$ cat src/rtl/hs_port.sv
module hs_port #(
  parameter int DW     = 8,
  parameter bit PORT_B = 1'b0
) (
  input  logic          clk,
  input  logic          rst_n,
  input  logic          mode_wr,
  input  logic          mode_dir_in,
  input  logic          bsr_wr,
  input  logic [2:0]    bsr_bit,
  input  logic          bsr_val,
  input  logic          cpu_rd,
  input  logic          cpu_wr,
  input  logic [DW-1:0] cpu_wdata,
  output logic [DW-1:0] cpu_rdata,
  input  logic [DW-1:0] pd_in,
  output logic [DW-1:0] pd_out,
  output logic          pd_oe,
  input  logic [7:0]    pc_in,
  output logic [7:0]    pc_out,
  output logic [7:0]    pc_oe
);
  localparam int STB_BIT = PORT_B ? 2 : 4;
  localparam int ACK_BIT = PORT_B ? 2 : 6;
  localparam int IBF_BIT = PORT_B ? 1 : 5;
  localparam int OBF_BIT = PORT_B ? 1 : 7;
  localparam int INT_BIT = PORT_B ? 0 : 3;
  localparam logic [2:0] EN_IN_BIT  = PORT_B ? 3'd2 : 3'd4;
  localparam logic [2:0] EN_OUT_BIT = PORT_B ? 3'd2 : 3'd6;

  logic          dir_in, inte, ibf, obf_n, intr, stb_d, ack_d;
  logic [DW-1:0] in_q, out_q;

  wire stb_n    = pc_in[STB_BIT];
  wire ack_n    = pc_in[ACK_BIT];
  wire stb_rise = dir_in & stb_n & ~stb_d;
  wire ack_fall = ~dir_in & ~ack_n & ack_d;
  wire ack_rise = ~dir_in & ack_n & ~ack_d;
  wire [2:0] en_bit = dir_in ? EN_IN_BIT : EN_OUT_BIT;

  always_ff @(posedge clk or negedge rst_n) begin
    if (!rst_n) begin
      dir_in <= 1'b1;
      inte   <= 1'b0;
      ibf    <= 1'b0;
      obf_n  <= 1'b1;
      intr   <= 1'b0;
      stb_d  <= 1'b1;
      ack_d  <= 1'b1;
      in_q   <= '0;
      out_q  <= '0;
    end else begin
      stb_d <= stb_n;
      ack_d <= ack_n;
      if (mode_wr) begin
        dir_in <= mode_dir_in;
        inte   <= 1'b0;
        ibf    <= 1'b0;
        obf_n  <= 1'b1;
        intr   <= 1'b0;
        out_q  <= '0;
      end else begin
        if (bsr_wr && bsr_bit == en_bit) inte <= bsr_val;
        if (dir_in) begin
          if (cpu_rd) begin
            ibf  <= 1'b0;
            intr <= 1'b0;
          end
          if (!stb_n) begin
            in_q <= pd_in;
            ibf  <= 1'b1;
          end
          if (stb_rise && inte && ibf && !cpu_rd) intr <= 1'b1;
        end else begin
          if (ack_fall) obf_n <= 1'b1;
          if (ack_rise && inte) intr <= 1'b1;
          if (cpu_wr) begin
            out_q <= cpu_wdata;
            obf_n <= 1'b0;
            intr  <= 1'b0;
          end
        end
      end
    end
  end

  always_comb begin
    pc_out = '0;
    pc_oe  = '0;
    if (dir_in) begin
      pc_out[IBF_BIT] = ibf;
      pc_oe[IBF_BIT]  = 1'b1;
    end else begin
      pc_out[OBF_BIT] = obf_n;
      pc_oe[OBF_BIT]  = 1'b1;
    end
    pc_out[INT_BIT] = intr;
    pc_oe[INT_BIT]  = 1'b1;
  end

  assign pd_out    = out_q;
  assign pd_oe     = ~dir_in;
  assign cpu_rdata = dir_in ? in_q : out_q;
endmodule


$ cat config.mk
export PLATFORM = sky130hd
export DESIGN_NAME = hs_port
export DESIGN_NICKNAME = d
export VERILOG_FILES = /design/src/rtl/hs_port.sv
export SDC_FILE = /design/constraint.sdc
export NUM_CORES = 1
export LEC_CHECK = 0
export BUFFER_PORTS_ARGS = -buffer_cell sky130_fd_sc_hd__buf_2
export CAP_MARGIN = 10
export CELL_PAD_IN_SITES_DETAIL_PLACEMENT = 1
export CELL_PAD_IN_SITES_GLOBAL_PLACEMENT = 2
export CORE_MARGIN = 2
export CORE_UTILIZATION = 25
export DETAILED_ROUTE_END_ITERATION = 8
export PLACE_DENSITY_LB_ADDON = 0.2
export SETUP_SLACK_MARGIN = 0.3
export SYNTH_ARGS = -nofsm -noshare
export SYNTH_HDL_FRONTEND = slang
export SYNTH_SLANG_ARGS = --single-unit
$ cat constraint.sdc
create_clock -name clk -period 2 [get_ports clk]
set_input_delay 0.6 -clock clk [delete_from_list [all_inputs] [get_ports clk]]
set_output_delay 0.6 -clock clk [all_outputs]
set_load 0.01 [all_outputs]
## Yosys cells after proc, flatten, opt, wreduce, memory -nomap -nowiden

Cells that the tools add are included.
W data, S select, Z words.

| storage, ports and cells | value |
|---|---|
| register bits | 23 |
| output and inout port bits | 33 |
| logic and storage cells | 65 |
| input bits | 35 |

| operators by class | value |
|---|---|
| multiplexer cells | 24 |
| bitwise logic cells | 12 |
| reductions and logical operators | 16 |
| eq/ne operators | 4 |

Operator list:

| operator | number |
|---|---|
| $mux W8 | 4 |
| $mux W1 | 19 |
| $reduce_and A2 Y1 | 4 |
| $and A1 B1 Y1 | 6 |
| $not A1 Y1 | 6 |
| $reduce_bool A2 Y1 | 3 |
| $logic_and A1 B1 Y1 | 5 |
| $ne A4 B3 Y1 const B | 1 |
| $reduce_bool A4 Y1 | 1 |
| $eq A3 B3 Y1 | 1 |
| $ne A3 B3 Y1 const B | 1 |
| $reduce_and A3 Y1 | 1 |
| $reduce_bool A3 Y1 | 1 |
| $mux W2 | 1 |
| $ne A2 B2 Y1 const B | 1 |
| $logic_not A1 Y1 | 1 |

## Depth between registers and ports, before layout

Gate-level depths: netlist (run 1).

| logic depth | value |
|---|---|
| depth after elaboration | 8 |
| depth in mapped cells | 5 |
| depth with buffers taken out | 3 |

## Least setup slack after synthesis (run 1)

OpenSTA, ideal clock, no wires.

| timing path | value |
|---|---|
| path type | reg2out |
| from | register dir_in |
| to | output cpu_rdata[2] |
| setup slack | 0.137 ns |
| data required time | 1.400 ns |
| arrival | 1.263 ns |
| cell stages (with the launch flop) | 4 |
| path buffers | 2 |
| cells stage by stage | dfstp_2 -> buf_2 -> buf_2 -> mux2_2 |

| on the way | value |
|---|---|
| word-level cells in the longest chain between the ends | 1 |

RTL lines:

| element | RTL line | RTL |
|---|---|---|
| start, declared | 31 | `logic dir_in, inte, ibf, obf_n, intr, stb_d, ack_d;` |
| start signal, assigned | 56 | `dir_in <= mode_dir_in;` |
| $mux W8 | 103 | `assign cpu_rdata = dir_in ? in_q : out_q;` |
| end, declared | 15 | `output logic [DW-1:0] cpu_rdata,` |

No other way between the ends.

## Worst setup path in the final report (run 1)

| timing path | value |
|---|---|
| from | register dir_in |
| to | output cpu_rdata[6] |

Same word-level chain as after synthesis.

==> impl_metrics.toml, run 1 <==
[pwr]
cellPowerDensity_nw_per_um2 = 723
ir_drop_uv = 280
leakagePower_nw = 0.842
p_total_w = 0.00123

[setup_path]
cp-start-kind = "flop"
critical_path_class = "flop to output port"
end_kind = "output port"
cp.required_ps = 1400
cp.arrival_ps = 1470
path_max_fanout = 5

[global_routing]
grt_usage_pct = 11.8
grt_pass1_wl_microns = 4760
grt_max_degree = 24
grt_overflow_total = 0
antenna_found_initial = 0
grt_pass1_vias = 957

[route]
wirelength_met1_microns = 1410
drtAntennaViolNets = 0
wire_per_inst_microns = 13.7
routed.top_layer = "met4"
num_vias = 934
drtIter0Drc = 30
avgViaCountPerCell = 4.13
wl_microns = 3090
dr_wl_met2_microns = 1500
wl_met3_microns = 166
drc = 0
first_pass_iters = 3

[floorplanning]
chipWidth_microns = 73.9
ios = 68
initial_utilization_pct = 25.8
core-area_sq_um = 4720
dieArea_sq_um = 5450
rows = 25
die_h_microns = 73.9

[cells_and_area]
antenna_cells = 0
drive_above_1_share_pct = 54.7
utilization_pct = 35.9
flow.area_growth_from_synthesis_pct = 39.2
nFillCells = 564
finalNetCount = 195

[clock_tree]
cts_tree = "done"
ctsHoldBuffers = 0
clkTransAtPathRegs_ps = 80
cts-root-buf = "clkbuf_8"
clockBufferDepth = 2
cts-htree-levels = 1
clk_latency_ps = 260
cts_sinks = 23
cts-buffers-inserted = 3

[yosys]
synthArstFlopShare_pct = 100
syn_inst = 104
synth-edff-count = 0
ys_types = 29
synth.yosys.seq_area_share_pct = 47.6
syn_avg_cell_area_sq_um = 11.7
ys_ff_latch = 23
synthTopCellsByArea = "dfrtp_1, mux2_2, buf_4, dfstp_2, mux2_1"
yosys.cell_count.top_type = "dfrtp_1"
yosysTopAreaCellShare_pct = 39.0
dominantRegCellSynth = "dfrtp_1"
yosysTopAreaCell = "dfrtp_1"
yosysWarningCount = 0
synth_top_cells_by_count = "dfrtp_1, mux2_2, buf_4, nor2b_1, mux2_1"
netlist_area_sq_um = 1220

[status]
violations = "setup timing"
status = "finished, violations left"

[sta]
tightest_slew_ps = 546
max_freq_ghz = 0.483
slew_viol_final = 0
min_period_over_period_pct = 104
finalHoldWorstSlack_ps = 315
skew_ps = 1.02
rsz0062_at_grt = "yes"
layout_setup_ws_ps = -71.3
setup_violations = 9
slew_headroom_pct = 63.6
fin_crit_ps = 2070
hold_violations = 0
fin_setup_tns_ps = -521

[place]
routabilityCongestion = 0.783
io_buffers = 50
dp_slack_ps = 175
hpwl_microns = 2220

[hold_path]
hold_class = "input pin to asynchronous set/reset pin"

[flow_run]
maxCapViolCount = 0
## report_power, final
| group | switching [W] | internal (W) | leakage [nW] |
|---|---|---|---|
| logic | 0.000155 | 0.000216 | 0.535 |
| clock network | 0.000147 | 0.000139 | 0.0255 |
| registers | 0.0000372 | 0.000533 | 0.281 |
| total | 0.000340 | 0.000888 | 0.842 |
## metrics by stage
stage / cell area, sq um / cells
finish: 1700 / 226
global route: 1700 / 226
CTS: 1690 / 226
detailed placement: 1490 / 216
global placement: 1490 / 216
floorplan: 1270 / 113
## sequential cells by signal (all words and copies together), names as in the netlist
signal / cells
intr: 1
pd_out: 8
stb_d: 1
dir_in: 1
ack_d: 1
obf_n: 1
inte: 1
in_q: 8
ibf: 1
## worst max-delay path: stages, from the launching register on
cell and delay (ps):
dfstp_4 640, buf_6 140, mux2_4 310, buf_6 120
## placed cells by master, fill, tap and decap left out, types with 2 or more instances in the layout
cell type	n
a21oi_1	2
nor2b_1	10
clkbuf_8	3
dfrtp_1	19
buf_2	42
buf_6	10
dfstp_2	3
buf_12	2
conb_1	11
mux2_4	8
inv_1	3
nor2_1	2
nand2_1	4
mux2_2	8
nor2_4	2
buf_4	5
mux2_1	8
## final cells by class
cell class	instances	area, sq um	area share (%)
Sequential cell	23	584	34.4
Multi-Input combinational cell	70	572	33.7
Timing Repair Buffer	59	400	23.6
Tap cell	67	83.8	4.94
Clock buffer	3	41.3	2.43
Inverter	3	11.3	0.663
Clock inverter	1	5.00	0.295
## cells by family after synthesis
group                     Yosys count  share of synthesized area, %
other                               2                         0.616
and+or+nand+nor                    27                          14.1
AOI/OAI and AO/OA                   7                          4.10
xor gates and xnor gates            1                         0.718
DFF                                23                          47.6
buffers and inverters              20                          10.8
muxes                              24                          22.2
## per-layer routing
metal	GRT usage (%)	up-vias
met4	3.03	0
met2	19.1	35
li1	-	435
met1	16.4	462
met5	0	-
met3	1.92	2
## what timing repair did
action | CTS | global route
endpoints found under the hold margin | 0 | 0
setup endpoints to repair | 29 | 24
gates resized for setup | 19 | 1
pin swaps | 2 | 0
gates cloned | 0 | 0
buffers inserted | 6 | 0
## path summary, 6_finish.rpt
| kind | endpoint | startpoint | slack [ps] | depth (start not counted) |
|---|---|---|---|---|
| setup / recovery | cpu_rdata[6] | dir_in | -70 | 3 |
| hold / removal | intr | rst_n | 310 | 1 |
| setup reg to reg | pd_out[1] | dir_in | 310 | 6 |
| hold reg to reg | in_q[4] | in_q[4] | 500 | 1 |
| max in group asynchronous | obf_n | rst_n | 1310 | 1 |
| min in group clk | ack_d | pc_in[6] | 460 | 1 |
(Power assumes the default switching activity.)
==> run 2: changes to the inputs <==
--- a/config.mk
+++ b/config.mk
@@ -10,9 +10,11 @@
 export CELL_PAD_IN_SITES_DETAIL_PLACEMENT = 1
 export CELL_PAD_IN_SITES_GLOBAL_PLACEMENT = 2
 export CORE_MARGIN = 2
-export CORE_UTILIZATION = 25
+export CORE_UTILIZATION = 26
+export CTS_BUF_LIST = sky130_fd_sc_hd__clkbuf_4 sky130_fd_sc_hd__clkbuf_8
 export DETAILED_ROUTE_END_ITERATION = 8
-export PLACE_DENSITY_LB_ADDON = 0.2
+export PLACE_DENSITY_LB_ADDON = 0.1
+export RECOVER_POWER = 50
 export SETUP_SLACK_MARGIN = 0.3
 export SYNTH_ARGS = -nofsm -noshare
 export SYNTH_HDL_FRONTEND = slang
==> impl_metrics.toml, run 2 (synthesis gave the netlist of run 1 again) <==
[global_routing]
grt_pass1_vias = 1013
grt_usage_pct = 13.0
antenna_found_initial = 0
grt_pass1_wl_microns = 5180
grt_overflow_total = 0
grt_max_degree = 24

[setup_path]
cp-start-kind = "flop"
path_max_fanout = 5
end_kind = "output port"
cp_slowest_cell = "dfstp_2"
critical_path_class = "flop to output port"
crit_path_frequent_cell = "buf_6"
path_delay_family = "flip-flops"
slowest_delay_ps = 550
r2r_end = "intr"
reg2reg_slack_ps = 150
cp.arrival_ps = 1400
path_cells = "buf_6 > mux2_4 > buf_6"
cp.required_ps = 1400
reg2reg_from = "dir_in"
reg2reg_depth = 10
crit_buf_inv = 2

[cells_and_area]
flow.area_growth_from_synthesis_pct = 54.7
drive_above_1_share_pct = 61.3
nFillCells = 511
final_common_cell = "buf_2"
antenna_cells = 0
fin_cells = 220
final_cell_mix = "buf_2, mux2_4, buf_6"
finalNetCount = 204
postLayoutCellArea_sq_um = 1890

[pwr]
ir_drop_uv = 278
leakagePower_nw = 0.953
p_sw_w = 0.000372
netSwitchingFraction_pct = 27.5
p_comb_share_pct = 35.0
power.share.clock_pct = 22.8
cellPowerDensity_nw_per_um2 = 718
p_int_w = 0.000983
p_total_w = 0.00136
seqPwrFrac_pct = 42.2

[clock_tree]
cts_sinks = 23
cts-root-buf = "clkbuf_8"
clkTransAtPathRegs_ps = 90
clockBufferDepth = 2
cts-buffers-inserted = 3
cts-htree-levels = 1
clk_latency_ps = 260
cts_tree = "done"

[place]
io_buffers = 50
placed_cell_area_sq_um = 1470
dp_slack_ps = 126
hpwl_microns = 2190
routabilityCongestion = 0.646
placed_cells = 201

[floorplanning]
dieArea_sq_um = 5260
rows = 24
core-area_sq_um = 4440
ios = 68
die_h_microns = 72.5
initial_utilization_pct = 27.4
chipWidth_microns = 72.5

[sta]
fin_crit_ps = 2000
fin_setup_tns_ps = 0
tightest_slew_ps = 1290
rsz0062_at_grt = "yes"
layout_setup_ws_ps = 4.65
hold_violations = 0
skew_ps = 7.03
max_freq_ghz = 0.501
min_period_over_period_pct = 99.8
setup_violations = 0
slew_headroom_pct = 13.9
slew_viol_final = 0

[route]
avgViaCountPerCell = 4.38
drtIter0Drc = 31
drc = 0
first_pass_iters = 3
wl_microns = 3370
wire_per_inst_microns = 15.3
drtAntennaViolNets = 0
num_vias = 963

[hold_path]
whs_endpoint = "ack_d"
min-delay-start = "pc_in[6]"
hold_depth = 1
hold_class = "input pin to flop"

[status]
status = "completed"

[flow_run]
maxCapViolCount = 0
run 2: changes by cell type in the layout (fill, tap and decap cells not counted), moves of 2 or more:
cell,change
mux2_4,+16
nor2b_4,+2
mux2_1,-8
mux2_2,-8
buf_2,-10
clkbuf_1,+5
buf_6,+12
buf_8,+2
run 2: metrics by stage:
| stage | hold WS, ps | utilization (%) |
|---|---|---|
| 2_1_floorplan | 304 | - |
| 3_3_place_gp | 461 | 33.1 |
| 3_5_place_dp | 475 | 33.1 |
| 4_1_cts | 328 | 40.1 |
| 5_1_grt | 438 | 42.5 |
| 6_report | 450 | 42.5 |
run 2: metal layers:
layer,global-route usage (%),vias up,wire [microns]
met3,4.44,4,237
met1,17.0,475,1450
met5,0,-,0
li1,-,450,-
met2,20.7,34,1650
met4,3.09,0,35
run 2: power by group through the flow:
stage                     combinational, W  sequential, W  clock (W)
after floorplan                   0.000190       0.000572          0
after global placement            0.000276       0.000577          0
after detailed placement          0.000281       0.000581          0
after CTS                         0.000439       0.000570   0.000318
after global routing              0.000514       0.000580   0.000347
final                             0.000474       0.000572   0.000309
run 2: final cells by class:
cell class	instances	area (sq um)	area share, %
Clock buffer	4	48.8	2.59
Tap cell	52	65.1	3.45
Inverter	3	16.3	0.862
Sequential cell	23	581	30.8
Multi-Input combinational cell	70	654	34.7
Timing Repair Buffer	68	522	27.7
run 2: what timing repair did:
| item | in CTS | in global routing |
|---|---|---|
| setup buffers | 11 | 4 |
| gates resized for setup | 39 | 20 |
| pin swaps | 2 | 3 |
| hold buffers | 0 | 0 |
| endpoints found under the setup margin | 29 | 30 |
run 2: how the worst max path moves through the flow:
stage,slack [ps],depth (start not counted),to,from
floorplan,280,3,cpu_rdata[2],dir_in
global placement,150,4,in_q[3],dir_in
detailed placement,130,4,in_q[7],dir_in
CTS,-1,3,cpu_rdata[2],dir_in
global route,-40,3,cpu_rdata[2],dir_in
finish,5,3,cpu_rdata[4],dir_in
==> run 3: changes to the inputs <==
--- a/config.mk
+++ b/config.mk
@@ -10,7 +10,7 @@
 export CELL_PAD_IN_SITES_DETAIL_PLACEMENT = 1
 export CELL_PAD_IN_SITES_GLOBAL_PLACEMENT = 2
 export CORE_MARGIN = 2
-export CORE_UTILIZATION = 26
+export CORE_UTILIZATION = 24
 export CTS_BUF_LIST = sky130_fd_sc_hd__clkbuf_4 sky130_fd_sc_hd__clkbuf_8
 export DETAILED_ROUTE_END_ITERATION = 8
 export PLACE_DENSITY_LB_ADDON = 0.1
==> constraint.sdc (replaced) <==
create_clock -name clk -period 1.7 [get_ports clk]
set_input_delay 0.51 -clock clk [delete_from_list [all_inputs] [get_ports clk]]
set_output_delay 0.51 -clock clk [all_outputs]
set_load 0.01 [all_outputs]
==> impl_metrics.toml, run 3 (synthesis gave the netlist of run 1 again) <==
[status]
status = "finished, violations left"
violations = "setup timing"

[place]
io_buffers = 50
placed_cell_area_sq_um = 1550
routabilityCongestion = 0.690
hpwl_microns = 2300
placed_cells = 218

[pwr]
leakagePower_nw = 0.959
p_comb_share_pct = 34.9
seqPwrFrac_pct = 42.7
cellPowerDensity_nw_per_um2 = 824
p_total_w = 0.00159
power.share.clock_pct = 22.4
p_int_w = 0.00116
p_sw_w = 0.000429
ir_drop_uv = 313
netSwitchingFraction_pct = 27.1

[sta]
max_freq_ghz = 0.517
tightest_slew_ps = 1250
fin_setup_tns_ps = -2200
setup_violations = 13
slew_headroom_pct = 17.0
layout_setup_ws_ps = -236
finalHoldWorstSlack_ps = 367
skew_ps = 2.18
min_period_over_period_pct = 114
slew_viol_final = 0
hold_violations = 0
fin_crit_ps = 1940
rsz0062_at_grt = "yes"

[setup_path]
cp_slowest_cell = "dfstp_2"
cp.arrival_ps = 1430
end_kind = "output port"
cp-start-kind = "flop"
critical_path_class = "flop to output port"
crit_buf_inv = 2
cp.required_ps = 1190
slowest_delay_ps = 590
path_max_fanout = 6
path_delay_family = "flip-flops"
path_cells = "buf_12 > mux2_4 > buf_6"

[cells_and_area]
fin_cells = 235
drive_above_1_share_pct = 63.7
finalNetCount = 204
final_common_cell = "buf_2"
antenna_cells = 0
final_cell_mix = "buf_2, mux2_4, buf_6"
postLayoutCellArea_sq_um = 1920
flow.area_growth_from_synthesis_pct = 57.7

[global_routing]
grt_usage_pct = 12.4
grt_pass1_wl_microns = 5220
grt_max_degree = 24
grt_pass1_vias = 1049
antenna_found_initial = 0
grt_overflow_total = 0

[route]
drtIter0Drc = 11
drc = 0
wire_per_inst_microns = 14.3
num_vias = 967
avgViaCountPerCell = 4.11
wl_microns = 3370
drtAntennaViolNets = 0
first_pass_iters = 2

[clock_tree]
cts-root-buf = "clkbuf_8"
clockBufferDepth = 2
cts-buffers-inserted = 3
clk_latency_ps = 260
cts_sinks = 23
cts-htree-levels = 1
cts_tree = "done"
ctsHoldBuffers = 0
clkTransAtPathRegs_ps = 80

[floorplanning]
rows = 25
ios = 68
dieArea_sq_um = 5670
die_h_microns = 75.3
core-area_sq_um = 4820
chipWidth_microns = 75.3
initial_utilization_pct = 25.3

[flow_run]
maxCapViolCount = 0

[hold_path]
hold_class = "input pin to flop"
run 3: changes by cell type in the layout (fill, tap and decap cells not counted), sizes merged:
cell    previous run  this run
buf               63        65
clkbuf             9         7
run 3: worst paths after layout:
kind | from | end | slack, ps | cells past startpoint
worst max-delay path | dir_in | cpu_rdata[3] | -240 | 3
worst min-delay path | pc_in[6] | ack_d | 370 | 1
worst max register to register | dir_in | pd_out[0] | 110 | 6
worst min register to register | in_q[1] | in_q[1] | 520 | 1
max in group asynchronous | rst_n | inte | 480 | 1
min in group asynchronous | rst_n | in_q[2] | 490 | 1
run 3: per-layer routing:
metal / wire [microns] / track usage [%]
met1: 1410 / 15.8
met2: 1760 / 21.5
met3: 187 / 2.12
met4: 21 / 3.51
met5: 0 / 0
run 3: area by class of cell:
type / count / area, sq um
fill: 559 / 2890
multi-input combinational: 70 / 664
sequential: 23 / 581
timing repair buffer: 68 / 531
tap: 67 / 83.8
clock buffer: 4 / 48.8
inverter: 3 / 16.3
run 3: worst reg2reg max path: stages, from the launching register on:
cell     delay (ps)
dfstp_2         590
buf_12          140
buf_8           120
nor2b_4          50
nor2_4          130
buf_6           150
mux2_4          300
run 3: timing repair:
action,in CTS,in global routing
gates cloned,0,0
hold endpoints to repair,0,0
endpoints found under the setup margin,30,32
resized for setup,28,24
setup buffers,9,4
pin swaps,2,4
run 3: metrics by stage:
stage          setup slack [ps]  utilization (%)
2_1_floorplan               104                -
3_3_place_gp               38.4             32.2
3_5_place_dp               16.5             32.2
4_1_cts                    -255             37.5
5_1_grt                    -280             39.9
6_report                   -236             39.9
run 3: power by group through the flow:
stage	combinational (W)	sequential (W)	clock, W
floorplan	0.000244	0.000675	0
global placement	0.000365	0.000675	0
detailed placement	0.000373	0.000682	0
CTS	0.000484	0.000672	0.000374
global route	0.000598	0.000690	0.000394
finish	0.000553	0.000677	0.000356
